File: src/rtl/mode_pkg.sv
package mode_pkg;
  localparam int WORD_W   = 16;
  localparam int ADDR_LSB = 9;
  localparam int LOAD_BIT = 8;

  typedef enum logic [1:0] {
    SEL_ATT_L = 2'd0,
    SEL_ATT_R = 2'd1,
    SEL_PLAY  = 2'd2,
    SEL_FMT   = 2'd3
  } reg_sel_e;

  localparam logic [1:0] CODE_RSVD = 2'b11;
endpackage

File: src/rtl/pin_sync.sv
module pin_sync #(
  parameter int STAGES = 2,
  parameter int W      = 3
) (
  input  logic         clk_i,
  input  logic         rst_ni,
  input  logic [W-1:0] d_i,
  output logic [W-1:0] q_o
);
  logic [W-1:0] stg_q [STAGES];

  always_ff @(posedge clk_i or negedge rst_ni) begin
    if (!rst_ni) begin
      for (int i = 0; i < STAGES; i++) stg_q[i] <= '0;
    end else begin
      stg_q[0] <= d_i;
      for (int i = 1; i < STAGES; i++) stg_q[i] <= stg_q[i-1];
    end
  end

  assign q_o = stg_q[STAGES-1];
endmodule

File: src/rtl/word_framer.sv
module word_framer #(
  parameter int WORD_W = 16,
  parameter int CNT_W  = $clog2(WORD_W + 2)
) (
  input  logic              clk_i,
  input  logic              rst_ni,
  input  logic              sclk_i,
  input  logic              sdat_i,
  input  logic              slat_i,
  output logic              commit_o,
  output logic [WORD_W-1:0] word_o,
  output logic [CNT_W-1:0]  bit_cnt_o
);
  localparam logic [CNT_W-1:0] CNT_FULL = CNT_W'(WORD_W);
  localparam logic [CNT_W-1:0] CNT_OVER = CNT_W'(WORD_W + 1);

  logic              sclk_d, slat_d;
  logic              clk_rise, lat_rise;
  logic [WORD_W-1:0] shift_q;
  logic [CNT_W-1:0]  cnt_q;

  assign clk_rise = sclk_i & ~sclk_d;
  assign lat_rise = slat_i & ~slat_d;

  always_ff @(posedge clk_i or negedge rst_ni) begin
    if (!rst_ni) begin
      sclk_d  <= 1'b0;
      slat_d  <= 1'b0;
      shift_q <= '0;
      cnt_q   <= '0;
    end else begin
      sclk_d <= sclk_i;
      slat_d <= slat_i;
      if (lat_rise) begin
        cnt_q <= '0;
      end else if (clk_rise) begin
        shift_q <= {shift_q[WORD_W-2:0], sdat_i};
        // saturate one past full so a long word is still rejected
        if (cnt_q != CNT_OVER) cnt_q <= cnt_q + 1'b1;
      end
    end
  end

  assign commit_o  = lat_rise && (cnt_q == CNT_FULL);
  assign word_o    = shift_q;
  assign bit_cnt_o = cnt_q;
endmodule

File: src/rtl/mode_regfile.sv
module mode_regfile
  import mode_pkg::*;
#(
  parameter int          ATT_W   = 8,
  parameter logic [ATT_W-1:0] ATT_RST = '1
) (
  input  logic             clk_i,
  input  logic             rst_ni,
  input  logic             commit_i,
  input  logic [WORD_W-1:0] word_i,
  output logic [ATT_W-1:0] att_left_o,
  output logic [ATT_W-1:0] att_right_o,
  output logic             mute_o,
  output logic             deemph_o,
  output logic             op_en_o,
  output logic [1:0]       word_len_o,
  output logic [3:0]       out_mode_o,
  output logic             fmt_i2s_o,
  output logic             lr_pol_o,
  output logic             att_link_o,
  output logic             sys_sel_o,
  output logic [1:0]       rate_mult_o,
  output logic [1:0]       rate_grp_o,
  output logic             zdet_en_o
);
  reg_sel_e         sel;
  logic [ATT_W-1:0] att_l_q, att_r_q;

  assign sel = reg_sel_e'(word_i[ADDR_LSB+1:ADDR_LSB]);

  always_ff @(posedge clk_i or negedge rst_ni) begin
    if (!rst_ni) begin
      att_l_q     <= ATT_RST;
      att_r_q     <= ATT_RST;
      mute_o      <= 1'b0;
      deemph_o    <= 1'b0;
      op_en_o     <= 1'b0;
      word_len_o  <= 2'b00;
      out_mode_o  <= 4'h0;
      fmt_i2s_o   <= 1'b0;
      lr_pol_o    <= 1'b0;
      att_link_o  <= 1'b0;
      sys_sel_o   <= 1'b0;
      rate_mult_o <= 2'b00;
      rate_grp_o  <= 2'b00;
      zdet_en_o   <= 1'b0;
    end else if (commit_i) begin
      unique case (sel)
        SEL_ATT_L: if (word_i[LOAD_BIT]) att_l_q <= word_i[ATT_W-1:0];
        SEL_ATT_R: if (word_i[LOAD_BIT]) att_r_q <= word_i[ATT_W-1:0];
        SEL_PLAY: begin
          mute_o     <= word_i[0];
          deemph_o   <= word_i[1];
          op_en_o    <= word_i[2];
          out_mode_o <= word_i[8:5];
          if (word_i[4:3] != CODE_RSVD) word_len_o <= word_i[4:3];
        end
        SEL_FMT: begin
          fmt_i2s_o  <= word_i[0];
          lr_pol_o   <= word_i[1];
          att_link_o <= word_i[2];
          sys_sel_o  <= word_i[3];
          zdet_en_o  <= word_i[8];
          if (word_i[5:4] != CODE_RSVD) rate_mult_o <= word_i[5:4];
          if (word_i[7:6] != CODE_RSVD) rate_grp_o  <= word_i[7:6];
        end
        default: ;
      endcase
    end
  end

  assign att_left_o  = att_l_q;
  assign att_right_o = att_link_o ? att_l_q : att_r_q;
endmodule

File: src/rtl/serial_mode_port.sv
module serial_mode_port
  import mode_pkg::*;
#(
  parameter int SYNC_STAGES = 2,
  parameter int ATT_W       = 8
) (
  input  logic             clk_i,
  input  logic             rst_ni,
  input  logic             sclk_i,
  input  logic             sdat_i,
  input  logic             slat_i,
  output logic [ATT_W-1:0] att_left_o,
  output logic [ATT_W-1:0] att_right_o,
  output logic             mute_o,
  output logic             deemph_o,
  output logic             op_en_o,
  output logic [1:0]       word_len_o,
  output logic [3:0]       out_mode_o,
  output logic             fmt_i2s_o,
  output logic             lr_pol_o,
  output logic             att_link_o,
  output logic             sys_sel_o,
  output logic [1:0]       rate_mult_o,
  output logic [1:0]       rate_grp_o,
  output logic             zdet_en_o
);
  localparam int CNT_W = $clog2(WORD_W + 2);

  logic [2:0]        pins_s;
  logic              commit;
  logic [WORD_W-1:0] word;
  logic [CNT_W-1:0]  bit_cnt;

  pin_sync #(.STAGES(SYNC_STAGES), .W(3)) u_sync (
    .clk_i (clk_i),
    .rst_ni(rst_ni),
    .d_i   ({slat_i, sdat_i, sclk_i}),
    .q_o   (pins_s)
  );

  word_framer #(.WORD_W(WORD_W), .CNT_W(CNT_W)) u_framer (
    .clk_i    (clk_i),
    .rst_ni   (rst_ni),
    .sclk_i   (pins_s[0]),
    .sdat_i   (pins_s[1]),
    .slat_i   (pins_s[2]),
    .commit_o (commit),
    .word_o   (word),
    .bit_cnt_o(bit_cnt)
  );

  mode_regfile #(.ATT_W(ATT_W)) u_regs (
    .clk_i      (clk_i),
    .rst_ni     (rst_ni),
    .commit_i   (commit),
    .word_i     (word),
    .att_left_o (att_left_o),
    .att_right_o(att_right_o),
    .mute_o     (mute_o),
    .deemph_o   (deemph_o),
    .op_en_o    (op_en_o),
    .word_len_o (word_len_o),
    .out_mode_o (out_mode_o),
    .fmt_i2s_o  (fmt_i2s_o),
    .lr_pol_o   (lr_pol_o),
    .att_link_o (att_link_o),
    .sys_sel_o  (sys_sel_o),
    .rate_mult_o(rate_mult_o),
    .rate_grp_o (rate_grp_o),
    .zdet_en_o  (zdet_en_o)
  );
endmodule

File: config.mk
export PLATFORM = sky130hd
export DESIGN_NAME = serial_mode_port
export DESIGN_NICKNAME = d
export VERILOG_FILES = /design/src/rtl/mode_pkg.sv /design/src/rtl/pin_sync.sv /design/src/rtl/word_framer.sv /design/src/rtl/mode_regfile.sv /design/src/rtl/serial_mode_port.sv
export SDC_FILE = /design/constraint.sdc
export NUM_CORES = 1
export LEC_CHECK = 0
export BUFFER_PORTS_ARGS = -buffer_cell sky130_fd_sc_hd__buf_2
export CORE_MARGIN = 2
export CORE_UTILIZATION = 50
export CTS_CLUSTER_SIZE = 24
export DETAILED_ROUTE_END_ITERATION = 8
export PLACE_DENSITY = 0.73
export SETUP_SLACK_MARGIN = 0.3
export SLEW_MARGIN = 20
export SYNTH_ARGS = -nofsm -noshare
export SYNTH_HDL_FRONTEND = slang
export SYNTH_SLANG_ARGS = --single-unit
File: constraint.sdc
create_clock -name clk_i -period 1.78 [get_ports clk_i]
set_input_delay 0.534 -clock clk_i [delete_from_list [all_inputs] [get_ports clk_i]]
set_output_delay 0.534 -clock clk_i [all_outputs]
set_load 0.05 [all_outputs]
Yosys cells after proc, flatten, opt, wreduce, memory -nomap -nowiden
Cells that the tools add are included.
{ "classes": {"add_sub_neg": 1, "eq_ne": 8, "muxes": 4, "bitwise": 5, "n_reduce_logical": 13} }
{ "op_table": {"columns": ["operator", "n"], "rows": [
  ["$mux 5", 3],
  ["$reduce_and 3->1", 5],
  ["$mux 8", 1],
  ["$reduce_and 2->1", 4],
  ["$ne 2x2->1 const B", 3],
  ["$add 5x1->5 const B", 1],
  ["$eq 5x5->1 const B", 1],
  ["$ne 5x5->1 const B", 1],
  ["$eq 2x2->1 const B", 2],
  ["$reduce_bool 2->1", 2],
  ["$not 1->1", 3],
  ["$and 1x1->1", 2],
  ["$eq 2x1->1 const B", 1],
  ["$logic_not 2->1", 1],
  ["$logic_and 1x1->1", 1]
]} }
{ "totals": {"ff_bits": 58, "inputBits": 5, "output_inout_bits": 34} }

Longest topological paths before layout
Gate-level depths: netlist (run 1).
{ "depth": {"ltp_word": 4, "mapped_depth": 6, "depth_no_buf": 5} }

By module
Synthesis (run 1) repeated with hierarchy kept, for this count alone.
{ "unflattened": {"cells_unflattened": 175, "hier_area_um2": 2673.8} }
{ "modules_own_cells": {"columns": ["module", "n_inst", "cells_each", "area_per_inst_um2", "seq_area_each_um2"], "rows": [
  ["mode_regfile", 1, 93, 1520.2, 870.8],
  ["word_framer", 1, 73, 980.9, 575.6],
  ["pin_sync", 1, 9, 172.7, 150.1]
]} }

Least setup slack after synthesis (run 1)
No wires, ideal clock.
{ "synth_timing": {"kind": "register to output", "start": "register u_regs.att_link_o", "end": "output att_right_o[0]", "arrival_ps": 1448, "required_time_ps": 1246, "slack_ps": -202, "stages_incl_launch_ff": 3, "path_buffers": 1, "cell_sequence": "dfrtp_1 -> clkbuf_1 -> mux2_2"} }
{ "synth_between": {"elab_chain_cells": 1} }
{ "synth_lines": {"columns": ["item", "line", "text"], "rows": [
  ["start, declared", "mode_regfile.sv:20", "output logic att_link_o,"],
  ["start signal, assigned", "mode_regfile.sv:61", "att_link_o <= word_i[2];"],
  ["$mux 8", "mode_regfile.sv:73", "assign att_right_o = att_link_o ? att_l_q : att_r_q;"],
  ["end, declared", "serial_mode_port.sv:13", "output logic [ATT_W-1:0] att_right_o,"]
]} }
No other way between the ends.

Worst setup path in the final report (run 1)
{ "layout_timing": {"start": "register u_regs.att_link_o", "end": "output att_right_o[6]"} }
Same word-level chain as after synthesis.

==> summary.md, run 1 <==
| Metric | Value |
|---|---|
| Routability congestion estimate | `0.8989` |
| Via-to-Cell Ratio | `5.327` |
| Static Leak | `0.001656 µW` |
| H-tree Lvls | `3` |
| Area contributors post-synth | `dfrtp_1 43%, mux2_2 17%, dfstp_2 17%, mux2_4 4.9%, ha_1 1.5%` |
| 1st-iter DRT viols | `128` |
| Longest Clk Path Bufs | `2` |
| Worst endpoint required time | `1.25 ns` |
| Post-synth top area share | `0.4297` |
| Final TNS setup | `-2.059 ns` |
| DR pass1 iterations | `4` |
| Setup violators final | `27` |
| Pre-CTS setup slack | `-0.08880 ns` |
| Worst hold path type | `input pin to async pin` |
| Post-synth cell types | `34` |
| Max Transition Viols Final | `0` |
| Tcrit/Tclk final | `1.069` |
| Kind of end point of the critical path | `output pin` |
| Worst-Margin Slew | `0.5195 ns` |
| DRT Wirelength | `5587 µm` |
| Clk_lat worst skew | `0.34 ns` |
| Highest metal used | `met4` |
| Post-Syn Nets | `172` |
| Synth Register Bits | `58` |
| Max cap viols | `0` |
| Seq/Total Area, Yosys | `0.6015` |
| DRC | `0` |
| Final ANT Viol Nets | `0` |
| Initial antenna violation count | `0` |
| Synth area leader | `dfrtp_1` |
| GRT Total Usage | `0.2278` |
| Worst Setup Path Type | `flip-flop to output pin` |
| Die height | `73.95 µm` |
| Clk sinks | `58` |
| Final Critical Period | `1.902 ns` |
| WP buf/inv | `2` |
| Worst path slowest cell | `dfrtp_2` |
| Core area | `4723 µm²` |
| Yosys warning total | `0` |
| Worst flop-to-flop path startpoint | `u_framer.bit_cnt_o[2]` |
| Violated checks | `negative setup slack` |
| Status | `finished, violations left` |
| Grt total ovfl | `0` |
| Worst path top cell family by delay | `flip-flops` |
| Max stage delay on crit path | `0.43 ns` |
| Detail Route met3 WL | `240 µm` |
| Hold Violations, Final | `0` |
| Final Instance Area | `3646 µm²` |
| Maximum VDD drop | `0.6202 mV` |
| IO Port Bufs | `38` |
| Root Buffer | `clkbuf_8` |
| Share of cells above drive strength 1 | `0.7020` |
| Vias in the first global route | `1781` |
| Area Overhead vs Synth | `49.05%` |
| Placed Area | `2932 µm²` |
| DR vias | `1662` |
| Slew HR | `0.6537` |
| Inserted Diodes | `0` |
| CP arrival | `1.37 ns` |
| Largest net degree at the start of global routing | `25` |
| # IOs | `39` |
| Clock transition at path regs | `0.07 ns` |
| Crit-path max FO | `5` |
| Global-route wire length before repair | `9163 µm` |
| Final clock skew | `0.009235 ns` |
| Critical path origin | `u_regs.att_link_o` |
| Unrepaired setup endpoints after global routing | `yes` |
| Detail Placement HPWL | `3530 µm` |
| Peak Freq | `525.7 MHz` |
| WL met1 | `2468 µm` |
| DIE AREA | `5468 µm²` |
| Met2 Routed Length | `2740 µm` |
| CTS tree | `yes` |
| Die span in x | `73.95 µm` |
| Num rows | `25` |
| Final net count | `248` |
| Mean post-synth cell area | `14.92 µm²` |
| Post-route setup slack | `-0.1223 ns` |
| Crit-path cells | `buf_6 > mux2_4 > buf_8` |
| Post-synthesis cell area | `2446 µm²` |
| Pwr dens | `922.0 nW/µm²` |
| Hold-fix buffers, CTS | `0` |
| Avg WL per Cell | `17.91 µm` |
| CP startpoint kind | `flip-flop` |
| Initial Util | `0.5179` |
| Post-Syn Instances | `164` |
| TritonCTS Buffers | `9` |
## final timing paths
kind	to	slack [ns]	cells past startpoint
worst max-delay path	att_right_o[6]	-0.12	3
worst min-delay path	u_framer.word_o[2]	0.17	1
worst max register to register	u_regs.att_r_q[4]	-0.11	3
worst min register to register	u_sync.q_o[1]	0.35	0
max in group asynchronous	u_sync.q_o[2]	1.03	2
min in group clk_i	u_sync.stg_q[4]	0.30	1
## worst register-to-register path, cell delays in order, from the launching register on
cell     delay, ns
dfrtp_1       0.40
or3b_4        0.42
or4_4         0.64
mux2_4        0.35
## sequential cells by signal (all words and copies together) (netlist names)
name / cells
u_framer.sclk_d: 1
u_regs.lr_pol_o: 1
u_regs.word_len_o: 2
u_regs.att_link_o: 1
u_regs.op_en_o: 1
u_regs.rate_mult_o: 2
u_regs.out_mode_o: 4
u_regs.deemph_o: 1
u_framer.word_o: 11
u_regs.att_left_o: 8
u_regs.sys_sel_o: 1
u_regs.mute_o: 1
u_framer.slat_d: 1
u_framer.bit_cnt_o: 5
u_regs.att_r_q: 8
u_regs.zdet_en_o: 1
u_sync.q_o: 3
u_regs.fmt_i2s_o: 1
u_regs.rate_grp_o: 2
u_sync.stg_q: 3
## power by group
group	switching (µW)	leakage (µW)	internal [µW]
Clock	526	0.000109	822
Sequential	224	0.000712	1440
Combinational	156	0.000834	190
## through the flow
step | power, µW | instances | hold WS [ns] | util
2_1_floorplan | 1784 | 164 | 0.2384 | -
3_3_place_gp | 1916 | 284 | 0.3358 | 0.6207
3_5_place_dp | 1957 | 284 | 0.3379 | 0.6207
4_1_cts | 3337 | 306 | 0.1711 | 0.7444
5_1_grt | 3506 | 312 | 0.2018 | 0.7719
6_report | 3362 | 312 | 0.1679 | 0.7719
## cells by family (layout without fill, tap and decap cells)
kind of cell	Yosys count	after routing	share of synthesized area
flops	58	58	0.6015
buf+inv	10	91	0.02148
compound gates	16	16	0.04296
mux	47	47	0.2281
fa+ha+maj	3	3	0.01535
simple gates	30	30	0.09054
## layout make-up
type | instances | area, µm²
fillers | 269 | 1077
inverters | 5 | 18.77
repair buffers | 70 | 732.0
flip-flops and latches | 58 | 1473
clock buffers | 11 | 141.4
well taps | 67 | 83.83
multi-input cells | 96 | 1120
clock inverters | 5 | 77.57
## synth_stat cells, drive strengths merged
cell,instances
mux2,46
dfrtp,42
dfstp,16
nor3,6
a21oi,5
inv,5
o21ai,5
o22a,4
buf,3
ha,3
or4,3
clkbuf,2
nand2,2
nand3,2
nand3b,2
nor2,2
nor2b,2
o21ba,2
or3,2
and4bb,1
mux2i,1
nand2b,1
nand4,1
nand4b,1
nor4,1
or2b,1
or3b,1
or4b,1
or4bb,1
## placed cells by master (no fill, tap or decap), types with 3 or more instances in the layout
cell	instances
mux2_2	16
dfstp_2	16
ha_4	3
mux2_4	30
buf_8	12
nor3_1	4
o22a_1	4
buf_4	25
or4_4	3
a21oi_1	3
inv_1	3
o21ai_0	5
clkbuf_8	10
dfrtp_1	41
buf_2	4
buf_6	27
## metal layers
metal,GRT usage,vias to the layer above
li1,-,757
met1,0.3122,836
met2,0.3472,54
met3,0.06911,15
met4,0.08283,0
met5,0,-
## timing repair
action,CTS,global route
gates cloned,0,1
setup endpoints to repair,71,71
pin swaps,3,5
gates resized for setup,91,22
buffers inserted,6,5
No activity file was read; power rests on OpenSTA's default activity.
==> run 2: changes to the inputs <==
Settings changed: BUFFER_PORTS_ARGS -buffer_cell sky130_fd_sc_hd__buf_2 to unset, DONT_BUFFER_PORTS set to 1, PLACE_DENSITY 0.73 to 0.66, TNS_END_PERCENT set to 20.
==> summary.md, run 2 (synthesis results as in run 1) <==
| Metric | Value |
|---|---|
| Inserted Diodes | `0` |
| Sequential share of power | `0.550` |
| Worst endpoint required time | `1.25 ns` |
| Worst R2R Setup Slack | `-0.07 ns` |
| Violated checks | `negative hold slack, negative setup slack` |
| Initial Util | `0.5179` |
| Via-to-Cell Ratio | `5.400` |
| Worst r2r dst | `u_regs.sys_sel_o` |
| Num rows | `25` |
| Max Transition Viols Final | `0` |
| Avg WL per Cell | `18.85 µm` |
| # IOs | `39` |
| Core area | `4723 µm²` |
| Reg2reg path depth | `4` |
| Global-route wire length before repair | `8217 µm` |
| Final Critical Period | `1.857 ns` |
| Root Buffer | `clkbuf_8` |
| CP startpoint kind | `flip-flop` |
| Tcrit/Tclk final | `1.043` |
| Unrepaired setup endpoints after global routing | `yes` |
| Kind of end point of the critical path | `output pin` |
| Final ANT Viol Nets | `0` |
| Pwr dens | `932.9 nW/µm²` |
| Die height | `73.95 µm` |
| Final core occ | `0.6821` |
| GRT Total Usage | `0.2065` |
| Status | `finished, violations left` |
| Static Leak | `0.001402 µW` |
| Pint | `2152 µW` |
| DRT Wirelength | `5184 µm` |
| 1st-iter DRT viols | `75` |
| Worst-Margin Slew | `0.5036 ns` |
| Final TNS setup | `-1.271 ns` |
| Setup violators final | `31` |
| Worst flop-to-flop path startpoint | `u_framer.bit_cnt_o[3]` |
| Routability congestion estimate | `0.7971` |
| IO Port Bufs | `0` |
| Final clock skew | `0.01005 ns` |
| Largest net degree at the start of global routing | `59` |
| Switching share of power | `0.2840` |
| CP arrival | `1.32 ns` |
| Max cap viols | `0` |
| Die span in x | `73.95 µm` |
| Clk sinks | `58` |
| Max FFs per register | `11` |
| Logic gate share of total power | `0.100` |
| DR vias | `1485` |
| DIE AREA | `5468 µm²` |
| DRC | `0` |
| Hold Violations, Final | `42` |
| Detail Placement HPWL | `3199 µm` |
| Grt total ovfl | `0` |
| H-tree Lvls | `3` |
| Crit-path max FO | `6` |
| Most common cell after layout, fill and taps aside | `dfrtp_1` |
| Initial antenna violation count | `0` |
| Vias in the first global route | `1614` |
| Clock power frac | `0.350` |
| Longest Clk Path Bufs | `2` |
| Worst hold path type | `input pin to async pin` |
| Most frequent cells in the layout | `36 x dfrtp_1, 29 x mux2_4, 17 x mux2_2` |
| DR pass1 iterations | `4` |
| Final net count | `211` |
| Area Overhead vs Synth | `31.71%` |
| Share of cells above drive strength 1 | `0.6779` |
| Worst Setup Path Type | `flip-flop to output pin` |
| WHS | `-0.1087 ns` |
| Peak Freq | `538.4 MHz` |
| Psw | `853.7 µW` |
| TritonCTS Buffers | `9` |
| Slew HR | `0.6643` |
| Post-route setup slack | `-0.07732 ns` |
| Maximum VDD drop | `0.6660 mV` |
| Clock transition at path regs | `0.07 ns` |
| Pre-CTS setup slack | `-0.09245 ns` |
| CTS tree | `yes` |
| Clk_lat worst skew | `0.33 ns` |
==> run 2: changes by cell type in the layout (fill, tap and decap cells not counted), moves of 3 or more <==
cell,delta
buf_2,-3
buf_6,-22
buf_8,-3
dfrtp_1,-5
dfrtp_2,+5
buf_4,-9
==> run 2: critical path: stages (launching register included) <==
cell and delay [ns]:
dfrtp_2 0.45, buf_12 0.15, mux2_4 0.38
==> run 2: power by group through the flow <==
stage | combinational (µW) | clock, µW | sequential, µW
2_1_floorplan | 179 | 0 | 1590
3_3_place_gp | 215 | 0 | 1650
3_5_place_dp | 232 | 0 | 1660
4_1_cts | 282 | 1080 | 1650
5_1_grt | 318 | 1130 | 1680
6_report | 299 | 1050 | 1650
==> run 2: worst max path at each step <==
| stage | start | end | slack [ns] | depth (start not counted) |
|---|---|---|---|---|
| after global routing | u_regs.att_link_o | att_right_o[7] | -0.11 | 2 |
| final | u_regs.att_link_o | att_right_o[5] | -0.08 | 2 |
| after floorplan | u_framer.bit_cnt_o[2] | u_regs.att_r_q[0] | -0.07 | 4 |
| after CTS | u_regs.att_link_o | att_right_o[7] | -0.09 | 2 |
| after detailed placement | u_framer.bit_cnt_o[2] | u_regs.sys_sel_o | -0.09 | 4 |
| after global placement | u_framer.bit_cnt_o[2] | u_regs.att_link_o | -0.06 | 4 |
==> run 2: area by class of cell <==
cell class | count | area [µm²]
multi-input cells | 96 | 1112
fillers | 341 | 1501
well taps | 67 | 83.83
clock inverters | 5 | 30.03
flip-flops and latches | 58 | 1479
inverters | 5 | 18.77
clock buffers | 11 | 141.4
repair buffers | 33 | 356.6
==> run 2: timing repair <==
action | CTS | global route
endpoints found under the hold margin | 42 | 42
pin swaps | 10 | 9
cloned | 1 | 0
setup buffers | 9 | 0
endpoints found under the setup margin | 81 | 77
resized for setup | 52 | 12
==> run 2: layer usage <==
layer | up-vias | global-route usage | wire (µm)
met5 | - | 0 | 0
met4 | 0 | 0.08889 | 102
met3 | 12 | 0.07182 | 238
met2 | 36 | 0.3363 | 2643
met1 | 766 | 0.2509 | 2201
li1 | 671 | - | -
==> run 2: metrics by stage <==
stage | hold WS (ns) | std cells | cell area [µm²] | power [µW]
2_1_floorplan | 0.2384 | 164 | 2506 | 1771
3_3_place_gp | 0.2402 | 249 | 2721 | 1863
3_5_place_dp | 0.2399 | 249 | 2721 | 1894
4_1_cts | -0.1248 | 275 | 3169 | 3006
5_1_grt | -0.1274 | 275 | 3222 | 3125
6_report | -0.1087 | 275 | 3222 | 3006
==> run 3: changes to the inputs <==
Settings changed: BUFFER_PORTS_ARGS set to -buffer_cell sky130_fd_sc_hd__buf_2, DONT_BUFFER_PORTS 1 to unset, PLACE_DENSITY 0.66 to 0.73.
==> summary.md, run 3 (synthesis results as in run 1) <==
| Metric | Value |
|---|---|
| Area Overhead vs Synth | `39.49%` |
| Max cap viols | `0` |
| Via-to-Cell Ratio | `5.240` |
| Met1 usage | `0.2729` |
| Worst-Margin Slew | `0.3913 ns` |
| GRT Total Usage | `0.2147` |
| CP startpoint kind | `flip-flop` |
| Vias in the first global route | `1720` |
| Routability congestion estimate | `0.8079` |
| Final core occ | `0.7224` |
| Post-route setup slack | `-0.1101 ns` |
| CP arrival | `1.36 ns` |
| Num rows | `25` |
| Clock transition at path regs | `0.06 ns` |
| Crit-path max FO | `3` |
| CTS tree | `yes` |
| Status | `finished, violations left` |
| Total power | `3002 µW` |
| Final net count | `240` |
| Clk_lat worst skew | `0.32 ns` |
| Largest net degree at the start of global routing | `59` |
| Initial Util | `0.5179` |
| Worst endpoint required time | `1.25 ns` |
| Pre-CTS setup slack | `-0.1154 ns` |
| Pwr dens | `879.8 nW/µm²` |
| Placed Area | `2887 µm²` |
| # IOs | `39` |
| Max Transition Viols Final | `0` |
| Root Buffer | `clkbuf_8` |
| Peak Freq | `529.1 MHz` |
| DRC | `0` |
| H-tree Lvls | `3` |
| Initial antenna violation count | `0` |
| DIE AREA | `5468 µm²` |
| Worst r2r dst | `u_regs.sys_sel_o` |
| 1st-iter DRT viols | `77` |
| Hold-fix buffers, CTS | `0` |
| Clk sinks | `58` |
| Worst flop-to-flop path startpoint | `u_framer.bit_cnt_o[3]` |
| Core area | `4723 µm²` |
| Maximum VDD drop | `0.6148 mV` |
| # fillers | `291` |
| Worst Setup Path Type | `flip-flop to output pin` |
| Psw | `844.7 µW` |
| Final ANT Viol Nets | `0` |
| Final Critical Period | `1.890 ns` |
| Avg WL per Cell | `17.81 µm` |
| Worst hold path type | `input pin to async pin` |
| Max FFs per register | `11` |
| Crit path to | `att_right_o[1]` |
| Kind of end point of the critical path | `output pin` |
| Switching share of power | `0.2814` |
| Final clock skew | `0.007525 ns` |
| Hold Violations, Final | `0` |
| Grt total ovfl | `0` |
| Static Leak | `0.001564 µW` |
| Slew HR | `0.7378` |
| Setup violators final | `33` |
| Most common cell after layout, fill and taps aside | `dfrtp_1` |
| Worst R2R Setup Slack | `-0.08 ns` |
| Share of cells above drive strength 1 | `0.6624` |
| Met3 usage | `0.06369` |
| Die height | `73.95 µm` |
| Global-route wire length before repair | `8431 µm` |
| Grt peak-use layer | `met2` |
| Clock power frac | `0.339` |
| Violated checks | `negative setup slack` |
| Detail Placement HPWL | `3306 µm` |
| Sequential share of power | `0.556` |
| Most frequent cells in the layout | `41 x dfrtp_1, 30 x mux2_4, 29 x buf_4` |
| IO Port Bufs | `38` |
| Unrepaired setup endpoints after global routing | `yes` |
| Inserted Diodes | `0` |
| DR pass1 iterations | `4` |
| Tcrit/Tclk final | `1.062` |
| Critical path origin | `u_regs.att_link_o` |
| Die span in x | `73.95 µm` |
| TritonCTS Buffers | `9` |
| Final Instance Area | `3412 µm²` |
| Pint | `2157 µW` |
| Reg2reg path depth | `4` |
| DRT Wirelength | `5415 µm` |
| M2 GR Usage | `0.3234` |
| DR vias | `1593` |
| Logic gate share of total power | `0.105` |
| Longest Clk Path Bufs | `2` |
## run 3: cell types whose count changed in the layout (fill, tap and decap cells not counted), moves of 3 or more
cell	before	now
buf_4	16	29
dfrtp_2	6	1
buf_2	1	6
clkinv_2	3	0
clkbuf_4	0	3
dfrtp_1	36	41
clkbuf_1	1	6
buf_6	5	14
## run 3: what timing repair did
item | CTS | global route
setup endpoints to repair | 64 | 71
pin swaps | 9 | 8
buffers inserted | 3 | 3
resized for setup | 78 | 21
## run 3: critical path, stage by stage (launching register included)
cell and delay, ns:
dfrtp_2 0.43, buf_4 0.15, mux2_4 0.30, buf_6 0.15
## run 3: how the worst min path moves through the flow
stage	start	end	slack, ns	cells after the start
after CTS	rst_ni	u_framer.word_o[0]	0.21	2
after detailed placement	u_sync.stg_q[5]	u_sync.q_o[2]	0.34	0
after floorplan	rst_ni	u_framer.bit_cnt_o[0]	0.24	0
after global placement	u_sync.stg_q[5]	u_sync.q_o[2]	0.33	0
after global routing	rst_ni	u_framer.bit_cnt_o[0]	0.22	2
final	rst_ni	u_regs.word_len_o[0]	0.21	2
## run 3: per-layer routing
metal  vias up  wire (µm)
met5         -          0
met2        45       2698
met3         4        249
met4         0         65
met1       815       2402
li1        729          -
## run 3: stage by stage
step / hold slack, ns / setup TNS [ns] / cells
2_1_floorplan: 0.2384 / -1.199 / 164
3_3_place_gp: 0.3341 / -0.6360 / 282
3_5_place_dp: 0.3434 / -1.986 / 282
4_1_cts: 0.2115 / -1.419 / 301
5_1_grt: 0.2203 / -3.280 / 304
6_report: 0.2073 / -1.431 / 304
## run 3: area by class of cell
type | count | area (µm²) | area share
clock buffer | 16 | 160.2 | 0.04694
inverter | 5 | 18.77 | 0.005501
multi-input combinational | 96 | 1089 | 0.3190
sequential | 58 | 1473 | 0.4316
tap | 67 | 83.83 | 0.02457
timing repair buffer | 62 | 588.1 | 0.1724
## run 3: power groups by stage
stage	clock (µW)	sequential (µW)	combinational, µW
finish	1020	1670	315
CTS	1030	1660	295
floorplan	0	1590	179
global route	1100	1690	347
global placement	0	1660	248
detailed placement	0	1670	274
